===== src/rtl/hexcmd_pkg.sv =====
package hexcmd_pkg;

    typedef enum logic [2:0] {
        CC_OTHER,
        CC_WS,
        CC_EOL,
        CC_HEX,
        CC_RD,
        CC_WR
    } char_cls_e;

    typedef enum logic [3:0] {
        ST_IDLE,
        ST_CMD,
        ST_SEP_A,
        ST_ADDR,
        ST_SEP_D,
        ST_DATA,
        ST_TAIL,
        ST_BUS,
        ST_RESP
    } pstate_e;

    function automatic logic [7:0] nib_to_ascii(input logic [3:0] n);
        if (n < 4'd10) begin
            return 8'h30 + {4'h0, n};
        end
        return 8'h37 + {4'h0, n};
    endfunction

endpackage


===== src/rtl/hexcmd_charclass.sv =====
module hexcmd_charclass
    import hexcmd_pkg::*;
(
    input  logic [7:0] ch,
    output char_cls_e  cls,
    output logic [3:0] nib
);

    always_comb begin
        cls = CC_OTHER;
        nib = ch[3:0];
        if (ch >= 8'h30 && ch <= 8'h39) begin
            cls = CC_HEX;
        end else if ((ch >= 8'h41 && ch <= 8'h46) || (ch >= 8'h61 && ch <= 8'h66)) begin
            cls = CC_HEX;
            nib = ch[3:0] + 4'd9;
        end else if (ch == 8'h20 || ch == 8'h09) begin
            cls = CC_WS;
        end else if (ch == 8'h0D || ch == 8'h0A) begin
            cls = CC_EOL;
        end else if (ch == 8'h52 || ch == 8'h72) begin
            cls = CC_RD;
        end else if (ch == 8'h57 || ch == 8'h77) begin
            cls = CC_WR;
        end
    end

endmodule


===== src/rtl/hexcmd_parser.sv =====
module hexcmd_parser
    import hexcmd_pkg::*;
#(
    parameter int ADDR_W = 16,
    parameter int DATA_W = 8
) (
    input  logic              clk,
    input  logic              rst_n,
    input  logic              rx_valid,
    input  char_cls_e         cls,
    input  logic [3:0]        nib,
    output logic              rx_ready,
    input  logic              bus_gnt,
    output logic              bus_req,
    output logic              bus_we,
    output logic [ADDR_W-1:0] bus_addr,
    output logic [DATA_W-1:0] bus_wdata,
    output logic              resp_start,
    input  logic              resp_busy
);

    localparam int ADDR_DIG = ADDR_W / 4;
    localparam int DATA_DIG = DATA_W / 4;
    localparam int MAX_DIG  = (ADDR_DIG > DATA_DIG) ? ADDR_DIG : DATA_DIG;
    localparam int CNT_W    = $clog2(MAX_DIG + 1);
    localparam logic [CNT_W-1:0] ADDR_DIG_C = CNT_W'(ADDR_DIG);
    localparam logic [CNT_W-1:0] DATA_DIG_C = CNT_W'(DATA_DIG);

    typedef struct packed {
        pstate_e           st;
        logic              is_wr;
        logic [CNT_W-1:0]  cnt;
        logic [ADDR_W-1:0] addr;
        logic [DATA_W-1:0] data;
    } preg_t;

    preg_t q, d;
    logic  take;

    assign rx_ready = (q.st != ST_BUS) && (q.st != ST_RESP);
    assign take     = rx_valid && rx_ready;

    always_comb begin
        d          = q;
        resp_start = 1'b0;
        case (q.st)
            ST_IDLE: begin
                if (take && (cls == CC_RD || cls == CC_WR)) begin
                    d.st    = ST_CMD;
                    d.is_wr = (cls == CC_WR);
                    d.cnt   = '0;
                    d.addr  = '0;
                    d.data  = '0;
                end
            end
            ST_CMD: begin
                if (take) begin
                    d.st = (cls == CC_WS) ? ST_SEP_A : ST_IDLE;
                end
            end
            ST_SEP_A: begin
                if (take) begin
                    if (cls == CC_HEX) begin
                        d.st   = ST_ADDR;
                        d.addr = {q.addr[ADDR_W-5:0], nib};
                        d.cnt  = CNT_W'(1);
                    end else if (cls != CC_WS) begin
                        d.st = ST_IDLE;
                    end
                end
            end
            ST_ADDR: begin
                if (take) begin
                    if (cls == CC_HEX && q.cnt < ADDR_DIG_C) begin
                        d.addr = {q.addr[ADDR_W-5:0], nib};
                        d.cnt  = q.cnt + 1'b1;
                    end else if (q.cnt == ADDR_DIG_C && cls == CC_WS) begin
                        d.st  = q.is_wr ? ST_SEP_D : ST_TAIL;
                        d.cnt = '0;
                    end else if (q.cnt == ADDR_DIG_C && cls == CC_EOL && !q.is_wr) begin
                        d.st = ST_BUS;
                    end else begin
                        d.st = ST_IDLE;
                    end
                end
            end
            ST_SEP_D: begin
                if (take) begin
                    if (cls == CC_HEX) begin
                        d.st   = ST_DATA;
                        d.data = {q.data[DATA_W-5:0], nib};
                        d.cnt  = CNT_W'(1);
                    end else if (cls != CC_WS) begin
                        d.st = ST_IDLE;
                    end
                end
            end
            ST_DATA: begin
                if (take) begin
                    if (cls == CC_HEX && q.cnt < DATA_DIG_C) begin
                        d.data = {q.data[DATA_W-5:0], nib};
                        d.cnt  = q.cnt + 1'b1;
                    end else if (q.cnt == DATA_DIG_C && cls == CC_WS) begin
                        d.st = ST_TAIL;
                    end else if (q.cnt == DATA_DIG_C && cls == CC_EOL) begin
                        d.st = ST_BUS;
                    end else begin
                        d.st = ST_IDLE;
                    end
                end
            end
            ST_TAIL: begin
                if (take) begin
                    if (cls == CC_EOL) begin
                        d.st = ST_BUS;
                    end else if (cls != CC_WS) begin
                        d.st = ST_IDLE;
                    end
                end
            end
            ST_BUS: begin
                if (bus_gnt) begin
                    if (q.is_wr) begin
                        d.st = ST_IDLE;
                    end else begin
                        d.st       = ST_RESP;
                        resp_start = 1'b1;
                    end
                end
            end
            ST_RESP: begin
                if (!resp_busy) begin
                    d.st = ST_IDLE;
                end
            end
            default: d.st = ST_IDLE;
        endcase
    end

    always_ff @(posedge clk) begin
        if (!rst_n) begin
            q <= '{st: ST_IDLE, is_wr: 1'b0, cnt: '0, addr: '0, data: '0};
        end else begin
            q <= d;
        end
    end

    assign bus_req   = (q.st == ST_BUS);
    assign bus_we    = q.is_wr;
    assign bus_addr  = q.addr;
    assign bus_wdata = q.data;

endmodule


===== src/rtl/hexcmd_resp.sv =====
module hexcmd_resp
    import hexcmd_pkg::*;
#(
    parameter int DATA_W = 8
) (
    input  logic              clk,
    input  logic              rst_n,
    input  logic              start,
    input  logic [DATA_W-1:0] value,
    output logic              busy,
    output logic              tx_valid,
    output logic [7:0]        tx_byte,
    input  logic              tx_ready
);

    localparam int NDIG   = DATA_W / 4;
    localparam int NBYTES = NDIG + 2;
    localparam int IW     = $clog2(NBYTES + 1);
    localparam logic [IW-1:0] NDIG_C = IW'(NDIG);
    localparam logic [IW-1:0] LAST_C = IW'(NBYTES - 1);

    typedef struct packed {
        logic              busy;
        logic [IW-1:0]     idx;
        logic [DATA_W-1:0] val;
    } rreg_t;

    rreg_t q, d;

    always_comb begin
        d = q;
        if (start && !q.busy) begin
            d.busy = 1'b1;
            d.idx  = '0;
            d.val  = value;
        end else if (q.busy && tx_ready) begin
            if (q.idx == LAST_C) begin
                d.busy = 1'b0;
            end else begin
                d.idx = q.idx + 1'b1;
            end
            if (q.idx < NDIG_C) begin
                d.val = {q.val[DATA_W-5:0], 4'h0};
            end
        end
    end

    always_ff @(posedge clk) begin
        if (!rst_n) begin
            q <= '{busy: 1'b0, idx: '0, val: '0};
        end else begin
            q <= d;
        end
    end

    always_comb begin
        if (q.idx < NDIG_C) begin
            tx_byte = nib_to_ascii(q.val[DATA_W-1 -: 4]);
        end else if (q.idx == NDIG_C) begin
            tx_byte = 8'h0D;
        end else begin
            tx_byte = 8'h0A;
        end
    end

    assign busy     = q.busy;
    assign tx_valid = q.busy;

endmodule


===== src/rtl/hexcmd_bus_master.sv =====
module hexcmd_bus_master
    import hexcmd_pkg::*;
#(
    parameter int ADDR_W = 16,
    parameter int DATA_W = 8
) (
    input  logic              clk,
    input  logic              rst_n,
    input  logic              rx_valid,
    input  logic [7:0]        rx_byte,
    output logic              rx_ready,
    output logic              tx_valid,
    output logic [7:0]        tx_byte,
    input  logic              tx_ready,
    output logic              bus_req,
    output logic              bus_we,
    output logic [ADDR_W-1:0] bus_addr,
    output logic [DATA_W-1:0] bus_wdata,
    input  logic [DATA_W-1:0] bus_rdata,
    input  logic              bus_gnt
);

    char_cls_e  cls;
    logic [3:0] nib;
    logic       resp_start;
    logic       resp_busy;

    hexcmd_charclass cc_i (
        .ch  (rx_byte),
        .cls (cls),
        .nib (nib)
    );

    hexcmd_parser #(.ADDR_W(ADDR_W), .DATA_W(DATA_W)) prs_i (
        .clk        (clk),
        .rst_n      (rst_n),
        .rx_valid   (rx_valid),
        .cls        (cls),
        .nib        (nib),
        .rx_ready   (rx_ready),
        .bus_gnt    (bus_gnt),
        .bus_req    (bus_req),
        .bus_we     (bus_we),
        .bus_addr   (bus_addr),
        .bus_wdata  (bus_wdata),
        .resp_start (resp_start),
        .resp_busy  (resp_busy)
    );

    hexcmd_resp #(.DATA_W(DATA_W)) rsp_i (
        .clk      (clk),
        .rst_n    (rst_n),
        .start    (resp_start),
        .value    (bus_rdata),
        .busy     (resp_busy),
        .tx_valid (tx_valid),
        .tx_byte  (tx_byte),
        .tx_ready (tx_ready)
    );

endmodule


===== config.mk =====
export PLATFORM = sky130hd
export DESIGN_NAME = hexcmd_bus_master
export DESIGN_NICKNAME = d
export VERILOG_FILES = /design/src/rtl/hexcmd_pkg.sv /design/src/rtl/hexcmd_charclass.sv /design/src/rtl/hexcmd_parser.sv /design/src/rtl/hexcmd_resp.sv /design/src/rtl/hexcmd_bus_master.sv
export SDC_FILE = /design/constraint.sdc
export NUM_CORES = 1
export LEC_CHECK = 0
export BUFFER_PORTS_ARGS = -buffer_cell sky130_fd_sc_hd__buf_2
export CAP_MARGIN = 20
export CORE_MARGIN = 2
export CORE_UTILIZATION = 45
export DETAILED_ROUTE_END_ITERATION = 16
export GPL_TIMING_DRIVEN = 0
export PLACE_DENSITY_LB_ADDON = 0.05
export SLEW_MARGIN = 15
export SYNTH_ARGS = -nofsm -noshare
export SYNTH_HDL_FRONTEND = slang
export SYNTH_HIERARCHICAL = 1
export SYNTH_SLANG_ARGS = --single-unit

===== constraint.sdc =====
create_clock -name clk -period 3.4 [get_ports clk]
set_input_delay 0 -clock clk [delete_from_list [all_inputs] [get_ports clk]]
set_output_delay 0 -clock clk [all_outputs]
set_load 0.02 [all_outputs]

==> metrics, run 1 <==
status finished, final reports clean; RSZ-0062 raised after global routing false; Worst-Margin Slew 0.5890 ns; Routed WL 7.195 mm; io pins 57; Final Cell Area 0.003640 sq mm; post-synthesis cell type count 69; Slew Limit Headroom 60.73%; largest net degree at the start of global routing 16; Initial Util 45.90%; Setup Viol. Count Final 0; IO Port Bufs 54; DR vias/cell 5.460; flops & latches, synth 44; placed cell areas 0.003455 sq mm; Top FF cell, synth dfxtp_1; Crit. path cell count 14; ANT nets after route 0; Seq/Total Area, Yosys 28.56%; Core ar. 0.006719 sq mm; leakage power 0.001479 uW; DRT Pass-1 Iters 5; Layout Cells excl Fill 530; post-CTS setup buffers 0; Mapped Nets 413; Worst Skew 0.01071 ns; initial antenna violation count 0; Layout Nets 481; EDFF count, synth 0; Crit path max-delay family compound AO/OA/AOI/OAI gates; yosys warns 6; GR Overflow Total 0; Tmin final 2.429 ns; Post-Syn Area 0.003084 sq mm; async set or reset register ratio after synthesis 0%; critical-path cell list buf_2 > inv_1 > ha_1 > nand2b_1 > o211ai_2 > o211ai_1 > buf_2 > nand3b_1 > a21oi_1 > and4b_1 > buf_2 > buf_2 > nand3_1 > a21oi_1; CP Capture Type flip-flop; Starting DRT DRC Count 138; vias in the first global route 2666; Worst Hold Path Cells 3; WP buf/inv 5; global-route wire length before repair 11.90 mm; via count 2894; die area 0.007532 sq mm; GPL Wtd Cong 0.8240; CP max-delay cell o211ai_2; maximum clock rate 411.7 MHz; die width 86.79 um; commonest non-fill, non-tap cells in the layout buf_2 (64), dfxtp_1 (44), a21oi_1 (37); clk slew on worst S/H paths 0.09 ns; Site Rows 30; DRC viols 0; CP arrival 2.66 ns; most common cell after layout, fill and taps aside buf_2; Max Slew Vio Count 0; TritonCTS Sinks 44; global-route usage over all layers 19.29%; CTS max path bufs 2; clk root buf clkbuf_8; startpoint types input pin; part of the cycle the worst path needs 71.45%; Fin Setup TNS 0 ns; final hold violations 0; Cell Count Post-Placement 515; Avg Cell Area, Syn 8.095 sq um; n_diodes 0; Post-CTS Resized 0; worst hold path type in2reg; layout cells sized above 1 28.67%; CTS tree yes; cell mode on critical path buf_2; htree depth 2; R2R cell count 8; Die Y 86.79 um; post-synthesis instance total 381; CP max stage delay 0.29 ns; total CTS buffers 5; drt wl/cell 13.58 um; Max Cap Viol 0; pwr dens 529.5 mW/mm^2; hpwl dp 5.337 mm; clk_lat worst skew 0.30 ns; Crit Path Max Fanout 10; crit path kind in2reg; area delta synth->final 18.01%; worst endpoint required time 3.63 ns; Max IR drop VDD 310.7 uV
==> layer usage <==
metal	GRT usage (%)	wire (um)
met1	24.91	3391
met2	33.38	3461
met3	3.143	299
met4	4.688	42
met5	0	0
==> power by group <==
part	switching (uW)	internal (uW)
logic	601	332
clock network	196	222
registers	34.2	542
total	831	1100
==> sequential cells by signal, indices dropped and copies added, names as in the netlist <==
signal           cells
prs_i/q              7
prs_i/bus_wdata      8
rsp_i/q             11
rsp_i/busy           1
prs_i/bus_we         1
prs_i/bus_addr      16
==> synthesized netlist by cell type (all sizes together), types with 8 or more instances <==
library cell	count	share of area, %
a21oi	38	6.5
nor2	19	2.3
buf	45	11
ha	11	4.5
a21boi	8	1.9
dfxtp	44	29
nand3	34	5.5
nor3	9	1.5
inv	13	1.6
nand2b	17	3.5
nand2	32	3.9
==> cell type report <==
| cell class | count | area [sq um] |
|---|---|---|
| fillers | 653 | 3079 |
| multi-input cells | 272 | 1803 |
| flip-flops and latches | 44 | 880.8 |
| plain buffers | 52 | 351.6 |
| repair buffers | 61 | 340.3 |
| well taps | 80 | 100.1 |
| clock buffers | 5 | 68.82 |
| inverters | 13 | 48.80 |
| clock inverters | 3 | 46.29 |
==> stage by stage <==
step	utilization, %	hold slack, ns	setup slack [ns]	power, uW
3_5_place_dp	51.42	0.2502	0.7149	1493
3_3_place_gp	51.42	0.2494	0.7471	1485
5_1_grt	54.17	0.01594	0.7650	2062
4_1_cts	54.17	0.006895	1.025	1924
6_report	54.17	0.01360	0.9708	1927
2_1_floorplan	-	0.1073	1.212	1279
==> worst paths after layout <==
kind	from	slack [ns]	to
worst min-delay path	bus_rdata[6]	0.01	rsp_i/q[6]
worst max register to register	prs_i/q[29]	1.37	prs_i/bus_addr[5]
worst max-delay path	rx_byte[1]	0.97	prs_i/bus_addr[5]
worst min register to register	prs_i/bus_addr[12]	0.46	prs_i/bus_addr[12]
==> kinds of logic (layout without fill, tap and decap cells) <==
family / after synthesis / count (layout) / synth area share, %
AOI/OAI and AO/OA: 94 / 94 / 21.42
xor gates and xnor gates: 5 / 5 / 1.420
adders and majority gates: 11 / 11 / 4.462
buffers and inverters: 65 / 134 / 12.98
DFF: 44 / 44 / 28.56
muxes: 2 / 2 / 0.8112
other: 1 / 1 / 0.1216
and+or+nand+nor: 159 / 159 / 30.22
==> timing repair <==
| action | in CTS | in global routing |
|---|---|---|
| endpoints found under the hold margin | 7 | 0 |
| hold buffers | 7 | 0 |
| endpoints found under the setup margin | 0 | 0 |
==> worst reg2reg max path: stages, from the launching register on <==
cell     delay (ns)
dfxtp_1        0.35
buf_4          0.17
nor3b_4        0.39
nand3_1        0.21
and4b_1        0.24
buf_2          0.16
buf_2          0.20
nand3_1        0.11
a21oi_1        0.07
No activity file was read; power rests on OpenSTA's default activity.
==> inputs of run 2 (changes only) <==
--- a/config.mk
+++ b/config.mk
@@ -5,6 +5,7 @@
 export SDC_FILE = /design/constraint.sdc
 export NUM_CORES = 1
 export LEC_CHECK = 0
+export ABC_AREA = 1
 export BUFFER_PORTS_ARGS = -buffer_cell sky130_fd_sc_hd__buf_2
 export CAP_MARGIN = 20
 export CORE_MARGIN = 2
==> constraint.sdc (replaced) <==
create_clock -name clk -period 2.4 [get_ports clk]
set_input_delay 0 -clock clk [delete_from_list [all_inputs] [get_ports clk]]
set_output_delay 0 -clock clk [all_outputs]
set_load 0.02 [all_outputs]
==> run 2 against run 1 <==
Synthesized cell count rose by 40%. Die area rose by 5.8%. Critical path type unchanged. Largest power group is now registers. Cell count rose by 32%. Clock skew fell by 0.00082 ns. Register-to-register slack got worse by 0.82 ns. Critical endpoint is now prs_i/bus_addr[9]. Largest cell class unchanged.
==> metrics, run 2 <==
critical-path cell list buf_2 > inv_1 > ha_1 > nand3b_4 > nand3_4 > nand4_1 > nand2_1 > nor2_1 > nand2_1 > a21oi_1 > nand2_1 > a21oi_2 > buf_2 > nand3_1 > nand2_1 > nor2_1; Avg Cell Area, Syn 6.125 sq um; clk_lat worst skew 0.31 ns; Max Cap Viol 0; via count 3349; DRC viols 0; Gate power share 9.3%; n_diodes 0; IO Port Bufs 53; layout cells sized above 1 22.63%; Routed WL 7.594 mm; EDFF count, synth 0; post-synthesis instance total 534; Filler Cell Count 791; die width 89.26 um; htree depth 2; global-route wire length before repair 12.47 mm; Mapped Nets 566; Switch Pwr 366.9 uW; max FFs per register 16; Setup Viol. Count Final 0; Core ar. 0.007137 sq mm; share of power burned in registers 50.0%; clock share of power 40.6%; final hold violations 0; CP Capture Type flip-flop; GPL Wtd Cong 0.9037; Post-Syn Area 0.003271 sq mm; Crit Path Max Fanout 10; Synth area leader dfxtp_1; Int Power 1104 uW; leakage power 0.001991 uW; hpwl dp 5.919 mm; Fin Setup TNS 0 ns; initial antenna violation count 0; crit path kind in2reg; Worst-Margin Slew 0.5730 ns; most common cell after layout, fill and taps aside nand2_1; die area 0.007966 sq mm; worst hold path type in2reg; Site Rows 31; area delta synth->final 17.25%; Layout Nets 632; CP max-delay cell buf_2; Multi-input gate area 0.001894 sq mm; Crit path max-delay family simple AND/OR/NAND/NOR gates; cell mode on critical path nand2_1; post-synth top area share 26.93%; drt wl/cell 10.85 um; Tmin final 1.985 ns; io pins 57; maximum clock rate 503.8 MHz; global-route usage over all layers 19.53%; post-synthesis cell type count 33; Die Y 89.26 um; largest net degree at the start of global routing 16; switching share of power 24.95%; CP max stage delay 0.25 ns; CTS max path bufs 2; WP buf/inv 3; Area contributors post-synth dfxtp_1 (27%), nand2_1 (18%), nor2_1 (9.5%); async set or reset register ratio after synthesis 0%; yosys warns 6; Seq/Total Area, Yosys 26.93%; Worst Skew 0.009884 ns; TritonCTS Sinks 44; Slew Limit Headroom 61.80%; status finished, final reports clean; CP arrival 2.20 ns; register area 880.8 sq um; CTS tree yes; DR vias/cell 4.784; Max IR drop VDD 212.9 uV; cell with the most instances after synthesis nand2_1; RSZ-0062 raised after global routing false; part of the cycle the worst path needs 82.71%; GR Overflow Total 0; pwr dens 383.5 mW/mm^2; flops & latches, synth 44; Commonest cells post-synth nand2_1 (156), nor2_1 (83), nand3_1 (59), dfxtp_1 (44); commonest non-fill, non-tap cells in the layout nand2_1 (156), nor2_1 (83), buf_2 (60); clk root buf clkbuf_8; Max Slew Vio Count 0; vias in the first global route 2833; total CTS buffers 5; Initial Util 45.83%; Top FF cell, synth dfxtp_1; DRT Pass-1 Iters 5; ANT nets after route 0; startpoint types input pin; final core utilization 53.73%; Starting DRT DRC Count 112; clk slew on worst S/H paths 0.10 ns; worst endpoint required time 2.61 ns
==> run 2: cells by family (layout without fill, tap and decap cells) <==
family	count (synthesis)	after routing	synth area share, %
simple gates	330	330	44.57
buf+inv	92	159	15.15
flops	44	44	26.93
compound gates	53	53	8.225
other cells	1	1	0.1147
fa+ha+maj	11	11	4.208
xor+xnor	3	3	0.8035
==> run 2: final timing paths <==
path | start | cells past startpoint | end | slack (ns)
worst max-delay path | rx_byte[1] | 16 | prs_i/bus_addr[9] | 0.42
worst min-delay path | bus_rdata[5] | 5 | rsp_i/q[5] | 0.06
worst max register to register | prs_i/q[30] | 11 | rsp_i/q[0] | 0.55
worst min register to register | rsp_i/q[1] | 2 | rsp_i/q[1] | 0.49
==> run 2: power groups by stage <==
stage | clock, uW | combinational (uW) | sequential (uW)
floorplan | 0 | 89.5 | 753
global placement | 0 | 130 | 753
detailed placement | 0 | 130 | 753
CTS | 616 | 138 | 736
global route | 641 | 154 | 737
finish | 597 | 137 | 736
==> run 2: worst reg2reg max path: cells and delay by family, from the launching register on <==
kind / cells / cell delay, ns
buffers and inverters: 4 / 0.48
flip-flops: 1 / 0.46
AO/OA/AOI/OAI: 1 / 0.13
AND/OR/NAND/NOR: 6 / 0.71
==> run 2: layout make-up <==
cell class                 count  area share [%]
sequential                    44           22.97
clock buffer                   5           1.794
clock inverter                 3           1.207
tap                           99           3.230
timing repair buffer          59           8.483
buffer                        41           7.569
multi-input combinational    398           49.40
inverter                      51           5.351
==> run 2: per-layer routing <==
metal / vias to the layer above / track usage, % / wire, um
met2: 72 / 33.00 / 3504
met3: 6 / 3.047 / 329
li1: 1796 / - / -
met5: - / 0 / 0
met1: 1475 / 26.35 / 3720
met4: 0 / 4.206 / 38
==> run 2: metrics by stage <==
| step | power (uW) | std cells | cell area, sq um | setup WS [ns] | hold WS (ns) |
|---|---|---|---|---|---|
| 2_1_floorplan | 842.1 | 534 | 3271 | 0.6405 | 0.1207 |
| 3_3_place_gp | 883.1 | 686 | 3660 | 0.1268 | 0.2597 |
| 3_5_place_dp | 883.7 | 686 | 3660 | 0.1153 | 0.2626 |
| 4_1_cts | 1491 | 700 | 3835 | 0.4445 | 0.05027 |
| 5_1_grt | 1532 | 700 | 3835 | 0.1647 | 0.09393 |
| 6_report | 1471 | 700 | 3835 | 0.4150 | 0.06020 |
==> run 2: what timing repair did <==
action,4_1_cts,5_1_grt
resized for setup,0,0
buffers inserted,0,0
hold buffers,6,0
endpoints found under the hold margin,8,0
==> inputs of run 3 (changes only) <==
==> constraint.sdc (replaced) <==
create_clock -name clk -period 2.05 [get_ports clk]
set_input_delay 0 -clock clk [delete_from_list [all_inputs] [get_ports clk]]
set_output_delay 0 -clock clk [all_outputs]
set_load 0.02 [all_outputs]
==> run 3 against run 2 <==
Design area up 2.0%. Core utilization up 1.1 points. Clock power up 17%. Combinational power up 21%. Clock skew down 0.0023 ns. Wire length up 1.6%.
==> metrics, run 3 (same netlist as run 2, synthesis figures left out) <==
Fin Setup TNS 0 ns; DRC viols 0; Core ar. 0.007137 sq mm; Routed WL 7.714 mm; via count 3369; Max Cap Viol 0; maximum clock rate 536.3 MHz; Initial Util 45.83%; TritonCTS Sinks 44; CTS tree yes; register area 880.8 sq um; DR vias/cell 4.792; ANT nets after route 0; Starting DRT DRC Count 127; global-route wire length before repair 12.47 mm; global-route usage over all layers 19.53%; CTS max path bufs 2; GPL Wtd Cong 0.9037; Multi-input gate area 0.001924 sq mm; worst endpoint required time 2.26 ns; Worst-Margin Slew 0.5682 ns; largest net degree at the start of global routing 16; CP Capture Type flip-flop; Max Slew Vio Count 0; die area 0.007966 sq mm; Setup Viol. Count Final 0; part of the cycle the worst path needs 90.96%; Cell Count Post-Placement 686; drt wl/cell 10.97 um; htree depth 2; Crit Path Max Fanout 8; area delta synth->final 19.59%; Worst Hold Path Cells 5; Worst Skew 0.007603 ns; io pins 57; clk root buf clkbuf_8; worst hold path type in2reg; most common cell after layout, fill and taps aside nand2_1; GR Overflow Total 0; startpoint types input pin; Final Power 1724 uW; initial antenna violation count 0; status finished, final reports clean; die width 89.26 um; final core utilization 54.80%; Tmin final 1.865 ns; Layout Cells excl Fill 703; Max IR drop VDD 246.8 uV; total CTS buffers 5; Die Y 89.26 um; IO Port Bufs 53; Filler Cell Count 781; crit path kind in2reg; layout cells sized above 1 24.17%; pwr dens 440.7 mW/mm^2; Slew Limit Headroom 62.12%; final hold violations 0; CP arrival 2.08 ns; max FFs per register 16; leakage power 0.002021 uW; DRT Pass-1 Iters 4; clk_lat worst skew 0.31 ns; Site Rows 31; R2R cell count 11; vias in the first global route 2833; n_diodes 0; Layout Nets 635; commonest non-fill, non-tap cells in the layout nand2_1 (156), nor2_1 (81), nand3_1 (58); clk slew on worst S/H paths 0.10 ns; hpwl dp 5.919 mm
## run 3: where the power goes
group / internal [uW] / switching, uW / total [uW] / leakage (uW)
registers: 858 / 3.40 / 862 / 0.000354
clock network: 367 / 328 / 696 / 0.0000548
logic: 68.8 / 97.1 / 166 / 0.00161
## run 3: worst max-delay path: stages
cell	delay [ns]
buf_2	0.15
inv_2	0.08
ha_1	0.24
nand3b_4	0.10
nand3_4	0.12
nand4_1	0.24
nand2_1	0.10
nor2_2	0.12
nand2_1	0.09
a21oi_1	0.13
nand2_1	0.10
a21oi_4	0.25
buf_6	0.16
nand3_1	0.06
nand2_1	0.07
nor2_1	0.05
## run 3: area by class of cell
cell class                 count  area share [%]
sequential                    44           22.52
tap                           99           3.167
timing repair buffer          62           8.989
clock inverter                 3           1.184
clock buffer                   5           1.759
multi-input combinational    398           49.20
inverter                      51           5.246
buffer                        41           7.933
## run 3: worst paths after layout
check                                  start                 to  slack, ns
worst min register to register    rsp_i/q[1]         rsp_i/q[1]       0.49
worst max register to register   prs_i/q[30]         rsp_i/q[0]       0.22
worst min-delay path            bus_rdata[5]         rsp_i/q[5]       0.06
worst max-delay path              rx_byte[0]  prs_i/bus_addr[2]       0.19
## run 3: repair_timing
action,CTS,global route
gates resized for setup,0,22
setup endpoints to repair,0,26
setup buffers,0,1
endpoints found under the hold margin,8,0
hold buffers,6,0
## run 3: through the flow
step | worst slack (ns) | area (sq um) | hold slack (ns)
floorplan | 0.2905 | 3271 | 0.1207
global placement | -0.2232 | 3660 | 0.2597
detailed placement | -0.2347 | 3660 | 0.2626
CTS | 0.09445 | 3835 | 0.05027
global route | -0.006147 | 3911 | 0.09393
finish | 0.1854 | 3911 | 0.05892
## run 3: routing by layer
metal  wire (um)  vias to the layer above  GRT usage, %
met4          38                        0         4.206
met1        3745                     1496         26.35
met5           0                        -             0
li1            -                     1802             -
met3         330                        6         3.047
met2        3600                       65         33.00
